===== src/rtl/t8_pkg.sv =====
package t8_pkg;
  localparam logic [2:0] CS_OFF  = 3'b000;
  localparam logic [2:0] CS_FALL = 3'b110;
  localparam logic [2:0] CS_RISE = 3'b111;

  typedef enum logic [1:0] {SRC_NONE, SRC_INT, SRC_FALL, SRC_RISE} src_e;

  function automatic src_e decode_src(input logic [2:0] sel);
    case (sel)
      CS_OFF:  decode_src = SRC_NONE;
      CS_FALL: decode_src = SRC_FALL;
      CS_RISE: decode_src = SRC_RISE;
      default: decode_src = SRC_INT;
    endcase
  endfunction
endpackage


===== src/rtl/t8_clksel.sv =====
module t8_clksel
  import t8_pkg::*;
#(
  parameter int SYNC = 2
) (
  input  logic       clk,
  input  logic       rst_n,
  input  logic [2:0] sel,
  input  logic       int_tick,
  input  logic       ext_pin,
  output logic       tick
);
  // sh[SYNC-1] is the synchronized pin, sh[SYNC] is its previous value
  logic [SYNC:0] sh;
  src_e src;
  logic rise, fall;

  always_ff @(posedge clk) begin
    if (!rst_n) sh <= '0;
    else        sh <= {sh[SYNC-1:0], ext_pin};
  end

  assign src  = decode_src(sel);
  assign rise = sh[SYNC-1] & ~sh[SYNC];
  assign fall = ~sh[SYNC-1] & sh[SYNC];

  always_comb begin
    case (src)
      SRC_INT:  tick = int_tick;
      SRC_FALL: tick = fall;
      SRC_RISE: tick = rise;
      default:  tick = 1'b0;
    endcase
  end

  // each detected pin edge yields a single count enable
  p_edge_once_r3: assert property (@(posedge clk) disable iff (!rst_n)
    (tick && (src == SRC_RISE || src == SRC_FALL)) ##1 (sel == $past(sel)) |-> !tick);
endmodule


===== src/rtl/t8_counter.sv =====
module t8_counter #(
  parameter int W = 8
) (
  input  logic         clk,
  input  logic         rst_n,
  input  logic         tick,
  input  logic         down,
  input  logic [W-1:0] top,
  input  logic         wr,
  input  logic [W-1:0] wdata,
  output logic [W-1:0] cnt,
  output logic         at_top,
  output logic         blk
);
  localparam logic [W-1:0] BOTTOM = '0;

  logic [W-1:0] nxt;

  assign at_top = (cnt == top);

  always_comb begin
    if (down) nxt = (cnt == BOTTOM) ? top : cnt - 1'b1;
    else      nxt = at_top ? BOTTOM : cnt + 1'b1;
  end

  always_ff @(posedge clk) begin
    if (!rst_n) begin
      cnt <= BOTTOM;
      blk <= 1'b0;
    end else begin
      if (wr)        cnt <= wdata;
      else if (tick) cnt <= nxt;
      if (wr)        blk <= 1'b1;
      else if (tick) blk <= 1'b0;
    end
  end

  p_hold_r2: assert property (@(posedge clk) disable iff (!rst_n)
    (!tick && !wr) |=> $stable(cnt));
  p_wrap_r4: assert property (@(posedge clk) disable iff (!rst_n)
    (tick && !wr && !down && at_top) |=> (cnt == BOTTOM));
  p_reload_r5: assert property (@(posedge clk) disable iff (!rst_n)
    (tick && !wr && down && cnt == BOTTOM) |=> (cnt == $past(top)));
  p_load_r10: assert property (@(posedge clk) disable iff (!rst_n)
    wr |=> (cnt == $past(wdata) && blk));
endmodule


===== src/rtl/t8_compare.sv =====
module t8_compare #(
  parameter int W = 8
) (
  input  logic         clk,
  input  logic         rst_n,
  input  logic         tick,
  input  logic         stopped,
  input  logic [W-1:0] cnt,
  input  logic         at_top,
  input  logic         blk,
  input  logic         wr,
  input  logic [W-1:0] wdata,
  input  logic         clr,
  output logic [W-1:0] act,
  output logic         flag,
  output logic         wave
);
  logic [W-1:0] shadow;
  logic         match;

  assign match = tick && (cnt == act) && !blk;

  always_ff @(posedge clk) begin
    if (!rst_n) begin
      shadow <= '0;
      act    <= '0;
      flag   <= 1'b0;
      wave   <= 1'b0;
    end else begin
      if (wr) shadow <= wdata;
      if (wr && stopped)       act <= wdata;
      else if (tick && at_top) act <= shadow;
      if (match)    flag <= 1'b1;
      else if (clr) flag <= 1'b0;
      if (match) wave <= ~wave;
    end
  end

  p_act_hold_r6: assert property (@(posedge clk) disable iff (!rst_n)
    (!tick && !(wr && stopped)) |=> $stable(act));
  p_flag_set_r7: assert property (@(posedge clk) disable iff (!rst_n)
    match |=> (flag && wave != $past(wave)));
  p_flag_clr_r8: assert property (@(posedge clk) disable iff (!rst_n)
    (clr && !match) |=> !flag);
  p_block_r10: assert property (@(posedge clk) disable iff (!rst_n)
    (blk && !flag) |=> !flag);
endmodule


===== src/rtl/bidir_timer8.sv =====
module bidir_timer8
  import t8_pkg::*;
#(
  parameter int W    = 8,
  parameter int SYNC = 2
) (
  input  logic         clk,
  input  logic         rst_n,
  input  logic [2:0]   clk_sel,
  input  logic         int_tick,
  input  logic         ext_pin,
  input  logic         count_down,
  input  logic         top_is_cmp,
  input  logic         cnt_we,
  input  logic [W-1:0] cnt_wdata,
  input  logic         cmp_we,
  input  logic [W-1:0] cmp_wdata,
  input  logic         flag_clr,
  input  logic         irq_en,
  output logic [W-1:0] count,
  output logic [W-1:0] cmp_value,
  output logic         cmp_flag,
  output logic         irq,
  output logic         wave
);
  localparam logic [W-1:0] MAXV = '1;

  logic         tick, at_top, blk, stopped;
  logic [W-1:0] top;

  assign stopped = (clk_sel == CS_OFF);
  assign top     = top_is_cmp ? cmp_value : MAXV;

  t8_clksel #(.SYNC(SYNC)) u_sel (
    .clk(clk), .rst_n(rst_n), .sel(clk_sel), .int_tick(int_tick),
    .ext_pin(ext_pin), .tick(tick)
  );

  t8_counter #(.W(W)) u_cnt (
    .clk(clk), .rst_n(rst_n), .tick(tick), .down(count_down), .top(top),
    .wr(cnt_we), .wdata(cnt_wdata), .cnt(count), .at_top(at_top), .blk(blk)
  );

  t8_compare #(.W(W)) u_cmp (
    .clk(clk), .rst_n(rst_n), .tick(tick), .stopped(stopped), .cnt(count),
    .at_top(at_top), .blk(blk), .wr(cmp_we), .wdata(cmp_wdata), .clr(flag_clr),
    .act(cmp_value), .flag(cmp_flag), .wave(wave)
  );

  assign irq = cmp_flag & irq_en;

  p_stop_r2: assert property (@(posedge clk) disable iff (!rst_n)
    (stopped && !cnt_we) |=> $stable(count));
  p_irq_gate_r9: assert property (@(posedge clk) disable iff (!rst_n)
    irq |-> (cmp_flag && irq_en));
endmodule


===== config.mk =====
export PLATFORM = sky130hd
export DESIGN_NAME = bidir_timer8
export DESIGN_NICKNAME = d
export VERILOG_FILES = /design/src/rtl/t8_pkg.sv /design/src/rtl/t8_clksel.sv /design/src/rtl/t8_counter.sv /design/src/rtl/t8_compare.sv /design/src/rtl/bidir_timer8.sv
export SDC_FILE = /design/constraint.sdc
export NUM_CORES = 1
export LEC_CHECK = 0
export CORE_UTILIZATION = 54
export DETAILED_ROUTE_END_ITERATION = 7
export PLACE_DENSITY_LB_ADDON = 0.08
export SYNTH_ARGS = -nofsm -noshare
export SYNTH_HDL_FRONTEND = slang
export SYNTH_SLANG_ARGS = --single-unit

===== constraint.sdc =====
create_clock -name clk -period 3.23 [get_ports clk]
set_input_delay 0.969 -clock clk [delete_from_list [all_inputs] [get_ports clk]]
set_output_delay 0.969 -clock clk [all_outputs]
set_load 0.03 [all_outputs]

* Word-level counts from Yosys, hierarchy flattened *
Index checks and enable logic that the tools add are counted.

cells by class
  $add $sub $neg = 2
  equal/unequal tests = 7
  mux-type cells = 14
  bitwise operators = 6
  reduce and logical (&&, ||, !) cells = 10

operators with widths
  cell                 count
  $mux 8               8
  $eq 8x8->1           2
  $add 8x1->8 const B  1
  $logic_not 8->1      1
  $sub 8x1->8 const B  1
  $eq 3x3->1 const B   2
  $pmux 2 s3           1
  $reduce_bool 2->1    3
  $eq 2x2->1 const B   2
  $logic_and 1x1->1    4
  $mux 1               4
  $and 1x1->1          3
  $logic_not 3->1      1
  $not 1->1            3
  $pmux 1 s3           1
  $eq 2x1->1 const B   1
  $logic_not 1->1      1

storage, ports and cells
  register bits = 30
  input bits = 29
  output and inout bits = 19
  word-level logic and storage cells = 46

* Longest topological paths before layout *
Gate-level depths: netlist (run 1).

  word-level depth = 7
  mapped depth = 10
  gate-level depth less buffers = 8

* Hierarchy *
Synthesis (run 1) repeated with hierarchy kept, for this count alone.

second synthesis, totals
  cell total of the unflattened synthesis = 246
  area, all modules = 2,024.4 µm²

by module, submodules not included
  module        instances  cells each  area each (µm²)  sequential area each (µm²)
  t8_counter    1          132         978.4            180.2
  t8_compare    1          91          867.1            360.3
  t8_clksel     1          13          117.6            60.1
  bidir_timer8  1          10          61.3             0.0

* Worst setup path before layout (run 1) *
Ideal clock, no wire load.

  kind = input-to-reg
  start point = input port top_is_cmp
  end point = register u_cnt.cnt[1]
  library setup time = 0.136 ns
  arrival = 2.315 ns
  data required time = 3.094 ns
  slack = 0.779 ns
  cell stages on the path = 7
  buffers on the path = 1
  path through = clkbuf_2 nor2b_1 o22ai_1 a211oi_2 a31oi_4 a221oi_1 a311oi_1

on the way
  longest elaborated chain between the ends = 6
  elaborated cells on any way between the ends = 7
  those cells by class = eq/ne: 1; mux: 6

RTL lines
  item                  line                source
  start, declared       bidir_timer8.sv:13  input logic top_is_cmp,
  $mux 8 *              bidir_timer8.sv:32  assign top = top_is_cmp ? cmp_value : MAXV;
  $eq 8x8->1            t8_counter.sv:19    assign at_top = (cnt == top);
  $mux 8                t8_counter.sv:23    else nxt = at_top ? BOTTOM : cnt + 1'b1;
  $mux 8 *              t8_counter.sv:22    if (down) nxt = (cnt == BOTTOM) ? top : cnt - 1'b1;
  $mux 8 *              t8_counter.sv:32    else if (tick) cnt <= nxt;
  $mux 8 *              t8_counter.sv:31    if (wr) cnt <= wdata;
  end signal, assigned  t8_counter.sv:31
  end signal, assigned  t8_counter.sv:32
  end, declared         t8_counter.sv:11    output logic [W-1:0] cnt,

Every way passes the cells marked *; elsewhere a longest branch is shown, timed or not. The select of a mux whose other input is x is not followed.
A chain may end at the register's enable or synchronous reset.

* Worst setup path after layout (run 1) *
  start point = input port top_is_cmp
  end point = register u_cnt.cnt[3]

Same word-level chain as after synthesis.

==> impl_metrics.csv, run 1 <==
group,metric,value,unit
status,status,"complete, no violations",
synthesis,yosys-top-cells-area,"dfxtp_1, mux2i_1, nor2b_1, o21ai_0, a21oi_1",
pwr,cellPowerDensity,405,nW/um^2
synthesis,async_flop_share,0,%
placed_design,port_buffers,47,
floorplanning,die-height,63.0,um
floorplanning,initial_core_util,58.3,%
grt,track_usage,27.3,%
sta,final.setup.tns,0,ns
sta,worstMarginPinSlew,0.555,ns
routing,firstDrtPassIters,4,
grt,grt_pass1_vias,1808,
critical_path,crit_arrival,2.97,ns
sta,slew_headroom,62.9,%
cts,cts_made_buffers,5,
pwr,power.leakage,1.02,nW
critical_path,start_kind,"primary input",
floorplanning,die_width,63.0,um
worst_hold_path,worstHoldStart,"u_sel.sh[0]$_SDFF_PN0_",
routing,totalWireLength,5.04,mm
synthesis,synth_xor_area_share,3.93,%
floorplanning,die_area,3960,sq um
cts,clk_pin_slew,0.06,ns
finish,fin_cells,327,
synthesis,yosys.area.top_type_share,29.9,%
synthesis,synth_area,2010,sq um
finish,syn2layout_area_growth,28.8,%
critical_path,r2r-end,"u_cnt.cnt[4]$_SDFFE_PN0P_",
synthesis,synth_edf_count,0,
synthesis,synth-adder-area-share,1.87,%
routing,vias_per_cell,5.90,
sta,min_period,2.80,ns
finish,fin_nets,312,
finish,final_layout_size_suffix_gt1_share,8.90,%
floorplanning,std_cell_rows,21,
finish,diodes,0,
critical_path,r2r_start,"u_cnt.cnt[0]$_SDFFE_PN0P_",
grt,grt_max_degree,24,
worst_hold_path,hold_end,"u_sel.sh[1]$_SDFF_PN0_",
synthesis,avgSynthCellArea,8.43,sq um
routing,vias,1928,
routing,top_layer_used,"met4",
sta,clock_skew,0.00240,ns
worst_hold_path,hold_depth,1,
routing,antenna_left,0,
synthesis,ys_ff_latch,30,
critical_path,worst-path-max-fanout,10,
routing,wl_met3,305,um
pwr,finalPower,1.05,mW
routing,drc,0,
critical_path,r2r_slack,0.99,ns
worst_hold_path,hp-class,"flip-flop to flip-flop",
placed_design,hpwlAfterDp,3.58,mm
routing,wl_met1,2.19,mm
placed_design,dp_cells,319,
sta,setup_ws,0.435,ns
cts,tritoncts,"yes",
cts,htree_levels,2,
cts,cts-root-buf,"clkbuf_8",
synthesis,synth_mux_area_share,8.48,%
synthesis,synth.distinct_cells,51,
floorplanning,core-area,3440,sq um
synthesis,yosysSeqAreaShare,29.9,%
sta,hold_ws,0.435,ns
synthesis,yosys.area_share.simple,23.8,%
synthesis,synth_ff_type,"dfxtp_1",
floorplanning,io_pins,48,
critical_path,startpoint,"top_is_cmp",
critical_path,crit_path_end_kind,"flip-flop",
sta,setup_viol,0,
sta,finalHoldViolCount,0,
placed_design,gp_congestion,0.840,
critical_path,path_class,"primary input to flip-flop",
sta,max_freq,358,MHz
cts,postCtsSetupRepairBufs,0,
cts,hold_buffers,0,
job,drv_cap,0,
cts,clk_latency,0.29,ns
cts,cts_num_sinks,30,
cts,clk_path_buf_depth,2,
pwr,ir_worst_vdd,0.279,mV
grt,antenna_found_initial,0,
finish,nFillCells,271,
critical_path,cp.required,3.40,ns
synthesis,synth_nets,270,
sta,finalMaxSlewViolations,0,
routing,post_drt_wl_per_cell,15.4,um
routing,met2WireLength,2.45,mm
synthesis,yosysTopAreaCell,"dfxtp_1",
sta,finalCritPeriodShare,86.5,%
synthesis,synth_top_family_by_area,"compound AO/OA/AOI/OAI gates",
placed_design,place_ws,0.0714,ns
synthesis,synth_compound_area_share,25.3,%
sta,rsz0062_at_grt,"no",
synthesis,yosysWarnings,0,
synthesis,syn_inst,238,
routing,drt_iter0_markers,149,
cts,post_cts_resized,0,
grt,grt-ovfl-total,0,
grt,grt_pass1_wl,8.53,mm
critical_path,ff2ff_path_depth,8,
cells in the mapped netlist, types with 3 or more instances:
cell and n:
a31oi_1 3, a21oi_1 20, nor2_1 6, nand2b_1 3, o22ai_1 4, o21a_1 4, dfxtp_1 30, a221oi_1 3
inv_1 11, and3_1 4, mux2i_1 17, nor3_1 8, nand3_1 5, xor2_1 5, buf_2 7, nor2b_1 19
clkbuf_1 7, xnor2_1 4, o21ai_0 22, nand2_1 8, ha_1 3, nor3b_1 5, and2_1 6
flip-flops by register name, indices dropped and copies added (netlist names):
| signal | cells |
|---|---|
| u_cmp.flag | 1 |
| u_cnt.cnt | 8 |
| u_cnt.blk | 1 |
| u_sel.sh | 3 |
| u_cmp.shadow | 8 |
| u_cmp.wave | 1 |
| u_cmp.act | 8 |
cell type report:
cell class / instances / area (sq um) / share of cell area, %
Timing Repair Buffer: 53 / 518 / 20.0
Multi-Input combinational cell: 179 / 1270 / 49.2
Clock inverter: 2 / 12.5 / 0.484
Inverter: 11 / 41.3 / 1.60
Clock buffer: 6 / 82.6 / 3.19
Tap cell: 46 / 57.6 / 2.23
Sequential cell: 30 / 601 / 23.2
logic make-up after synthesis:
| family | after synthesis |
|---|---|
| compound gates | 76 |
| simple gates | 74 |
| flops | 30 |
| buf+inv | 29 |
| mux | 17 |
| xor+xnor | 9 |
| fa+ha+maj | 3 |
metal layers:
metal	vias to the layer above	GRT usage, %
met5	-	0
met4	0	11.3
met3	12	6.57
met2	70	44.6
met1	894	33.9
li1	952	-
worst max-delay path, cell delays in order:
cell and delay (ns):
clkdlybuf4s50_1 0.66, nor2b_1 0.25, o22ai_1 0.11, a211oi_2 0.23
buf_4 0.17, a31oi_4 0.14, a221oi_1 0.34, nor3_1 0.10
power by group:
part / internal, mW / switching (mW)
clock network: 0.171 / 0.151
logic: 0.142 / 0.146
registers: 0.392 / 0.0440
stage by stage:
stage,util (%),cell area (sq um)
2_1_floorplan,-,2010
5_1_grt,75.1,2580
3_5_place_dp,72.3,2490
4_1_cts,75.0,2580
3_3_place_gp,72.3,2490
6_report,75.1,2580
cell usage in the layout (no fill, tap or decap), drive strengths merged, types with 2 or more instances in the layout:
cell           instances
clkdlybuf4s50         46
dfxtp                 30
o21ai                 23
a21oi                 20
nor2b                 19
mux2i                 17
inv                   11
nor3                   9
nand2                  8
nor2                   7
and2                   6
clkbuf                 6
buf                    6
nor3b                  5
nand3                  5
xor2                   5
o22ai                  4
xnor2                  4
and3                   4
o21a                   4
a31oi                  4
nand2b                 3
a221oi                 3
ha                     3
a211oi                 3
a41oi                  2
o2111ai                2
a311oi                 2
nor4                   2
how the worst max path moves through the flow:
| stage | endpoint |
|---|---|
| after floorplan | u_cnt.cnt[1]$_SDFFE_PN0P_ |
| after global placement | irq |
| after detailed placement | irq |
| after CTS | irq |
| after global routing | u_cnt.cnt[4]$_SDFFE_PN0P_ |
| final | u_cnt.cnt[3]$_SDFFE_PN0P_ |
Note: power is estimated with default switching activity, not from simulation.
==> run 2, diff against run 1 <==
- CORE_ASPECT_RATIO: unset -> 0.7
- GPL_ROUTABILITY_DRIVEN: unset -> 0
==> run 2 against run 1 <==
Effect of this change:
- sequential power barely moved
- maximum frequency fell by 12%
- cell area fell by 0.63%
- sequential share of layout area rose by 0.15 points
- power fell by 0.24%
- clock power barely moved
- via count fell by 1.4%
- largest power group unchanged
- highest routed layer unchanged
==> impl_metrics.csv, run 2 (synthesized netlist as in run 1, its figures left out) <==
group,metric,value,unit
floorplanning,core-area,3540,sq um
floorplanning,die_width,74.9,um
grt,grt-ovfl-total,0,
sta,final.setup.tns,0,ns
placed_design,port_buffers,47,
sta,rsz0062_at_grt,"no",
floorplanning,initial_core_util,56.8,%
finish,layout_common_cells,"clkdlybuf4s50_1, dfxtp_1, o21ai_0",
finish,fin_nets,310,
grt,antenna_found_initial,0,
finish,diodes,0,
critical_path,cp.required,2.26,ns
sta,max_freq,316,MHz
floorplanning,die_area,3970,sq um
sta,finalMaxSlewViolations,0,
routing,drc,0,
critical_path,critPathMaxStageDelay,0.66,ns
worst_hold_path,hp-class,"flip-flop to flip-flop",
critical_path,r2r_start,"u_cnt.cnt[1]$_SDFFE_PN0P_",
cts,post_cts_resized,0,
critical_path,path_class,"primary input to output pin",
cts,cts_made_buffers,5,
critical_path,crit_top_cell,"clkdlybuf4s50_1",
floorplanning,io_pins,48,
finish,nFillCells,304,
finish,post-route-util,72.6,%
critical_path,ff2ff_path_depth,8,
job,drv_cap,0,
routing,vias,1901,
grt,track_usage,27.9,%
sta,clock_skew,0.00404,ns
grt,grt_max_degree,24,
pwr,power.leakage,0.995,nW
grt,grt_pass1_vias,1618,
sta,finalCritPeriodShare,98.1,%
routing,antenna_left,0,
sta,worstMarginPinSlew,0.536,ns
cts,htree_levels,2,
cts,cts_num_sinks,30,
critical_path,worst-path-max-fanout,1,
cts,clk_pin_slew,0.06,ns
routing,firstDrtPassIters,4,
grt,grt_pass1_wl,8.06,mm
sta,finalHoldViolCount,0,
finish,reg.largest.list,"u_cmp.act x8, u_cmp.shadow x8, u_cnt.cnt x8",
cts,clk_latency,0.29,ns
floorplanning,die-height,53.0,um
finish,layout_commonest_cell,"clkdlybuf4s50_1",
critical_path,worstSetupEndpoint,"irq",
pwr,ir_worst_vdd,0.342,mV
critical_path,startpoint,"irq_en",
cts,tritoncts,"yes",
routing,drt_iter0_markers,117,
cts,clk_path_buf_depth,2,
critical_path,crit_slowest_cell,"clkdlybuf4s50_1",
critical_path,start_kind,"primary input",
placed_design,hpwlAfterDp,3.56,mm
finish,final_layout_size_suffix_gt1_share,7.89,%
routing,vias_per_cell,5.78,
critical_path,crit_arrival,2.20,ns
cts,postCtsSetupRepairBufs,0,
cts,hold_buffers,0,
sta,setup_viol,0,
critical_path,r2r_slack,0.89,ns
finish,syn2layout_area_growth,28.0,%
critical_path,r2r-end,"u_cnt.cnt[4]$_SDFFE_PN0P_",
floorplanning,std_cell_rows,18,
cts,cts-root-buf,"clkbuf_8",
pwr,cellPowerDensity,406,nW/um^2
sta,slew_headroom,64.2,%
critical_path,crit_path_end_kind,"output pin",
routing,post_drt_wl_per_cell,15.1,um
routing,totalWireLength,4.98,mm
critical_path,crit_chain,"clkdlybuf4s50_1 -> and2_1 -> clkdlybuf4s50_1",
sta,min_period,3.17,ns
status,status,"complete, no violations",
[run 2: changes by cell type in the layout (fill, tap and decap cells not counted), sizes merged]
cell / delta
buf: -2
clkinvlp: -1
dlymetal6s2s: -1
clkbuf: +1
clkdlybuf4s50: +1
[run 2: worst min path at each step]
| stage | startpoint | endpoint | slack, ns | cells after the start |
|---|---|---|---|---|
| finish | u_sel.sh[0]$_SDFF_PN0_ | u_sel.sh[1]$_SDFF_PN0_ | 0.44 | 1 |
| global route | u_sel.sh[0]$_SDFF_PN0_ | u_sel.sh[1]$_SDFF_PN0_ | 0.46 | 1 |
| CTS | u_sel.sh[0]$_SDFF_PN0_ | u_sel.sh[1]$_SDFF_PN0_ | 0.45 | 1 |
| detailed placement | u_sel.sh[0]$_SDFF_PN0_ | u_sel.sh[1]$_SDFF_PN0_ | 0.43 | 1 |
| global placement | u_sel.sh[0]$_SDFF_PN0_ | u_sel.sh[1]$_SDFF_PN0_ | 0.42 | 1 |
| floorplan | u_sel.sh[0]$_SDFF_PN0_ | u_sel.sh[1]$_SDFF_PN0_ | 0.41 | 1 |
[run 2: final cells by class]
class	instances	area [sq um]	share of cell area (%)
multi-input combinational	179	1270	49.5
clock inverter	1	5.00	0.195
timing repair buffer	51	500	19.5
tap	50	62.6	2.44
inverter	11	41.3	1.61
sequential	30	601	23.4
clock buffer	7	86.3	3.36
[run 2: worst max-delay path: cells and delay by family]
kind / cells / cell delay, ns
buffers and inverters: 2 / 1.12
AND/OR/NAND/NOR: 1 / 0.12
[run 2: layer usage]
| layer | track usage (%) | routed length [um] | vias up | share of wire (%) |
|---|---|---|---|---|
| met5 | 0 | 0 | - | 0 |
| met2 | 38.3 | 2000 | 90 | 40 |
| li1 | - | - | 952 | - |
| met3 | 6.86 | 495 | 10 | 9.9 |
| met1 | 40.5 | 2390 | 849 | 48 |
| met4 | 11.9 | 93 | 0 | 1.9 |
[run 2: stage by stage]
stage                     std cells  area (sq um)  worst slack, ns  power, mW  hold slack, ns
final                           329          2570           0.0629       1.04           0.438
after global routing            329          2570           0.0129       1.09           0.459
after CTS                       329          2570           0.0487       1.04           0.446
after detailed placement        321          2480           0.0202      0.724           0.431
after global placement          321          2480           0.0746      0.721           0.416
after floorplan                 238          2010            0.779      0.630           0.412
[run 2: power breakdown]
group | total (mW) | leakage [nW] | switching, mW | internal, mW
Sequential | 0.433 | 0.247 | 0.0415 | 0.392
Combinational | 0.288 | 0.700 | 0.149 | 0.139
Clock | 0.322 | 0.0482 | 0.150 | 0.172
Total | 1.04 | 0.995 | 0.341 | 0.703
==> run 3, diff against run 2 <==
- CTS_BUF_LIST: unset -> sky130_fd_sc_hd__clkbuf_16
- HOLD_SLACK_MARGIN: unset -> 0.12
==> run 3 against run 2 <==
Effect of this change:
- clock skew is essentially flat
- routed wire length grew 1.4%
- worst hold slack lost 0.0033 ns
- clock-buffer cell count shrank 2
- via count shrank 0.16%
- sequential share of layout area shrank 0.41 points
- critical endpoint unchanged
- highest routed layer unchanged
==> impl_metrics.csv, run 3 (synthesized netlist as in run 1, its figures left out) <==
group,metric,value,unit
finish,fin_cells,329,
critical_path,r2r_slack,0.91,ns
cts,tritoncts,"yes",
cts,cts_made_buffers,5,
sta,max_freq,316,MHz
sta,rsz0062_at_grt,"no",
critical_path,crit_slowest_cell,"clkdlybuf4s50_1",
critical_path,cp_top_family,"buffers and inverters",
critical_path,start_kind,"primary input",
pwr,ir_worst_vdd,0.408,mV
pwr,power.leakage,1.02,nW
critical_path,crit_chain,"clkdlybuf4s50_1 -> and2_1 -> clkdlybuf4s50_1",
critical_path,startpoint,"irq_en",
critical_path,crit_path_end_kind,"output pin",
job,drv_cap,0,
routing,drc,0,
routing,totalWireLength,5.05,mm
sta,finalCritPeriodShare,98.1,%
worst_hold_path,hp-class,"flip-flop to flip-flop",
sta,min_period,3.17,ns
finish,nFillCells,298,
cts,clk_pin_slew,0.05,ns
routing,firstDrtPassIters,4,
grt,grt_pass1_vias,1633,
sta,clock_skew,0.00369,ns
critical_path,r2r-end,"u_cnt.cnt[4]$_SDFFE_PN0P_",
floorplanning,die-height,53.0,um
sta,worstMarginPinSlew,0.528,ns
cts,clk_path_buf_depth,2,
cts,clk_latency,0.28,ns
critical_path,worst-path-buf-inv,2,
critical_path,crit_top_cell,"clkdlybuf4s50_1",
routing,vias_per_cell,5.77,
sta,slew_headroom,64.7,%
critical_path,worst-path-max-fanout,1,
sta,final.setup.tns,0,ns
grt,antenna_found_initial,0,
placed_design,hpwlAfterDp,3.56,mm
finish,layout_commonest_cell,"clkdlybuf4s50_1",
critical_path,crit_arrival,2.20,ns
routing,post_drt_wl_per_cell,15.3,um
finish,reg.largest.list,"u_cmp.act x8, u_cmp.shadow x8, u_cnt.cnt x8",
floorplanning,core-area,3540,sq um
floorplanning,std_cell_rows,18,
critical_path,cp.required,2.26,ns
grt,grt_max_degree,24,
cts,htree_levels,2,
critical_path,ff2ff_path_depth,8,
critical_path,critPathMaxStageDelay,0.66,ns
cts,cts_num_sinks,30,
critical_path,worstSetupEndpoint,"irq",
cts,hold_buffers,0,
cts,cts-root-buf,"clkbuf_16",
finish,seq_area,601,sq um
critical_path,path_class,"primary input to output pin",
status,status,"complete, no violations",
floorplanning,die_area,3970,sq um
floorplanning,initial_core_util,56.8,%
grt,track_usage,27.8,%
finish,syn2layout_area_growth,30.3,%
floorplanning,io_pins,48,
routing,drt_iter0_markers,115,
sta,setup_viol,0,
routing,antenna_left,0,
grt,grt_pass1_wl,8.07,mm
floorplanning,die_width,74.9,um
finish,fin_nets,310,
placed_design,dp_cells,321,
finish,multi_input_area,1270,sq um
cts,post_cts_resized,0,
finish,final_cell_area,2620,sq um
pwr,cellPowerDensity,445,nW/um^2
placed_design,port_buffers,47,
critical_path,r2r_start,"u_cnt.cnt[1]$_SDFFE_PN0P_",
finish,diodes,0,
pwr,finalPower,1.16,mW
sta,finalMaxSlewViolations,0,
finish,final_layout_size_suffix_gt1_share,7.53,%
placed_design,place_area,2480,sq um
cts,postCtsSetupRepairBufs,0,
grt,grt-ovfl-total,0,
sta,finalHoldViolCount,0,
critical_path,crit_cells,3,
routing,vias,1898,
finish,layout_common_cells,"clkdlybuf4s50_1, dfxtp_1, o21ai_0",
[run 3: cell count changes in the layout (fill, tap and decap cells not counted)]
cell       delta
clkinv_1      +1
clkbuf_1      -1
inv_1         +1
clkbuf_8      -6
clkbuf_16     +5
[run 3: worst min path at each step]
| stage | from | to | depth (start not counted) |
|---|---|---|---|
| 4_1_cts | u_sel.sh[0]$_SDFF_PN0_ | u_sel.sh[1]$_SDFF_PN0_ | 1 |
| 6_report | u_sel.sh[0]$_SDFF_PN0_ | u_sel.sh[1]$_SDFF_PN0_ | 1 |
| 2_1_floorplan | u_sel.sh[0]$_SDFF_PN0_ | u_sel.sh[1]$_SDFF_PN0_ | 1 |
| 5_1_grt | u_sel.sh[0]$_SDFF_PN0_ | u_sel.sh[1]$_SDFF_PN0_ | 1 |
| 3_3_place_gp | u_sel.sh[0]$_SDFF_PN0_ | u_sel.sh[1]$_SDFF_PN0_ | 1 |
| 3_5_place_dp | u_sel.sh[0]$_SDFF_PN0_ | u_sel.sh[1]$_SDFF_PN0_ | 1 |
[run 3: report_power, final]
group / internal (mW) / switching, mW
Clock: 0.278 / 0.162
Sequential: 0.393 / 0.0420
Combinational: 0.139 / 0.149
[run 3: layer usage]
layer | GRT usage [%] | vias up | share of wire, %
met1 | 40.0 | 852 | 50
li1 | - | 954 | -
met4 | 11.9 | 0 | 1.7
met2 | 38.4 | 83 | 40
met5 | 0 | - | 0
met3 | 7.24 | 9 | 8.4
[run 3: layout make-up]
cell class                      instances  area share [%]
Tap cell                               50            2.39
Sequential cell                        30            23.0
Multi-Input combinational cell        179            48.7
Timing Repair Buffer                   51            19.1
Clock inverter                          3           0.478
Clock buffer                            5            4.78
Inverter                               11            1.58
[run 3: metrics by stage]
step	worst slack, ns	hold slack (ns)	utilization [%]
floorplan	0.779	0.412	-
CTS	0.0487	0.442	74.0
global route	0.0129	0.455	74.0
detailed placement	0.0202	0.431	70.1
finish	0.0629	0.435	74.0
global placement	0.0746	0.416	70.1
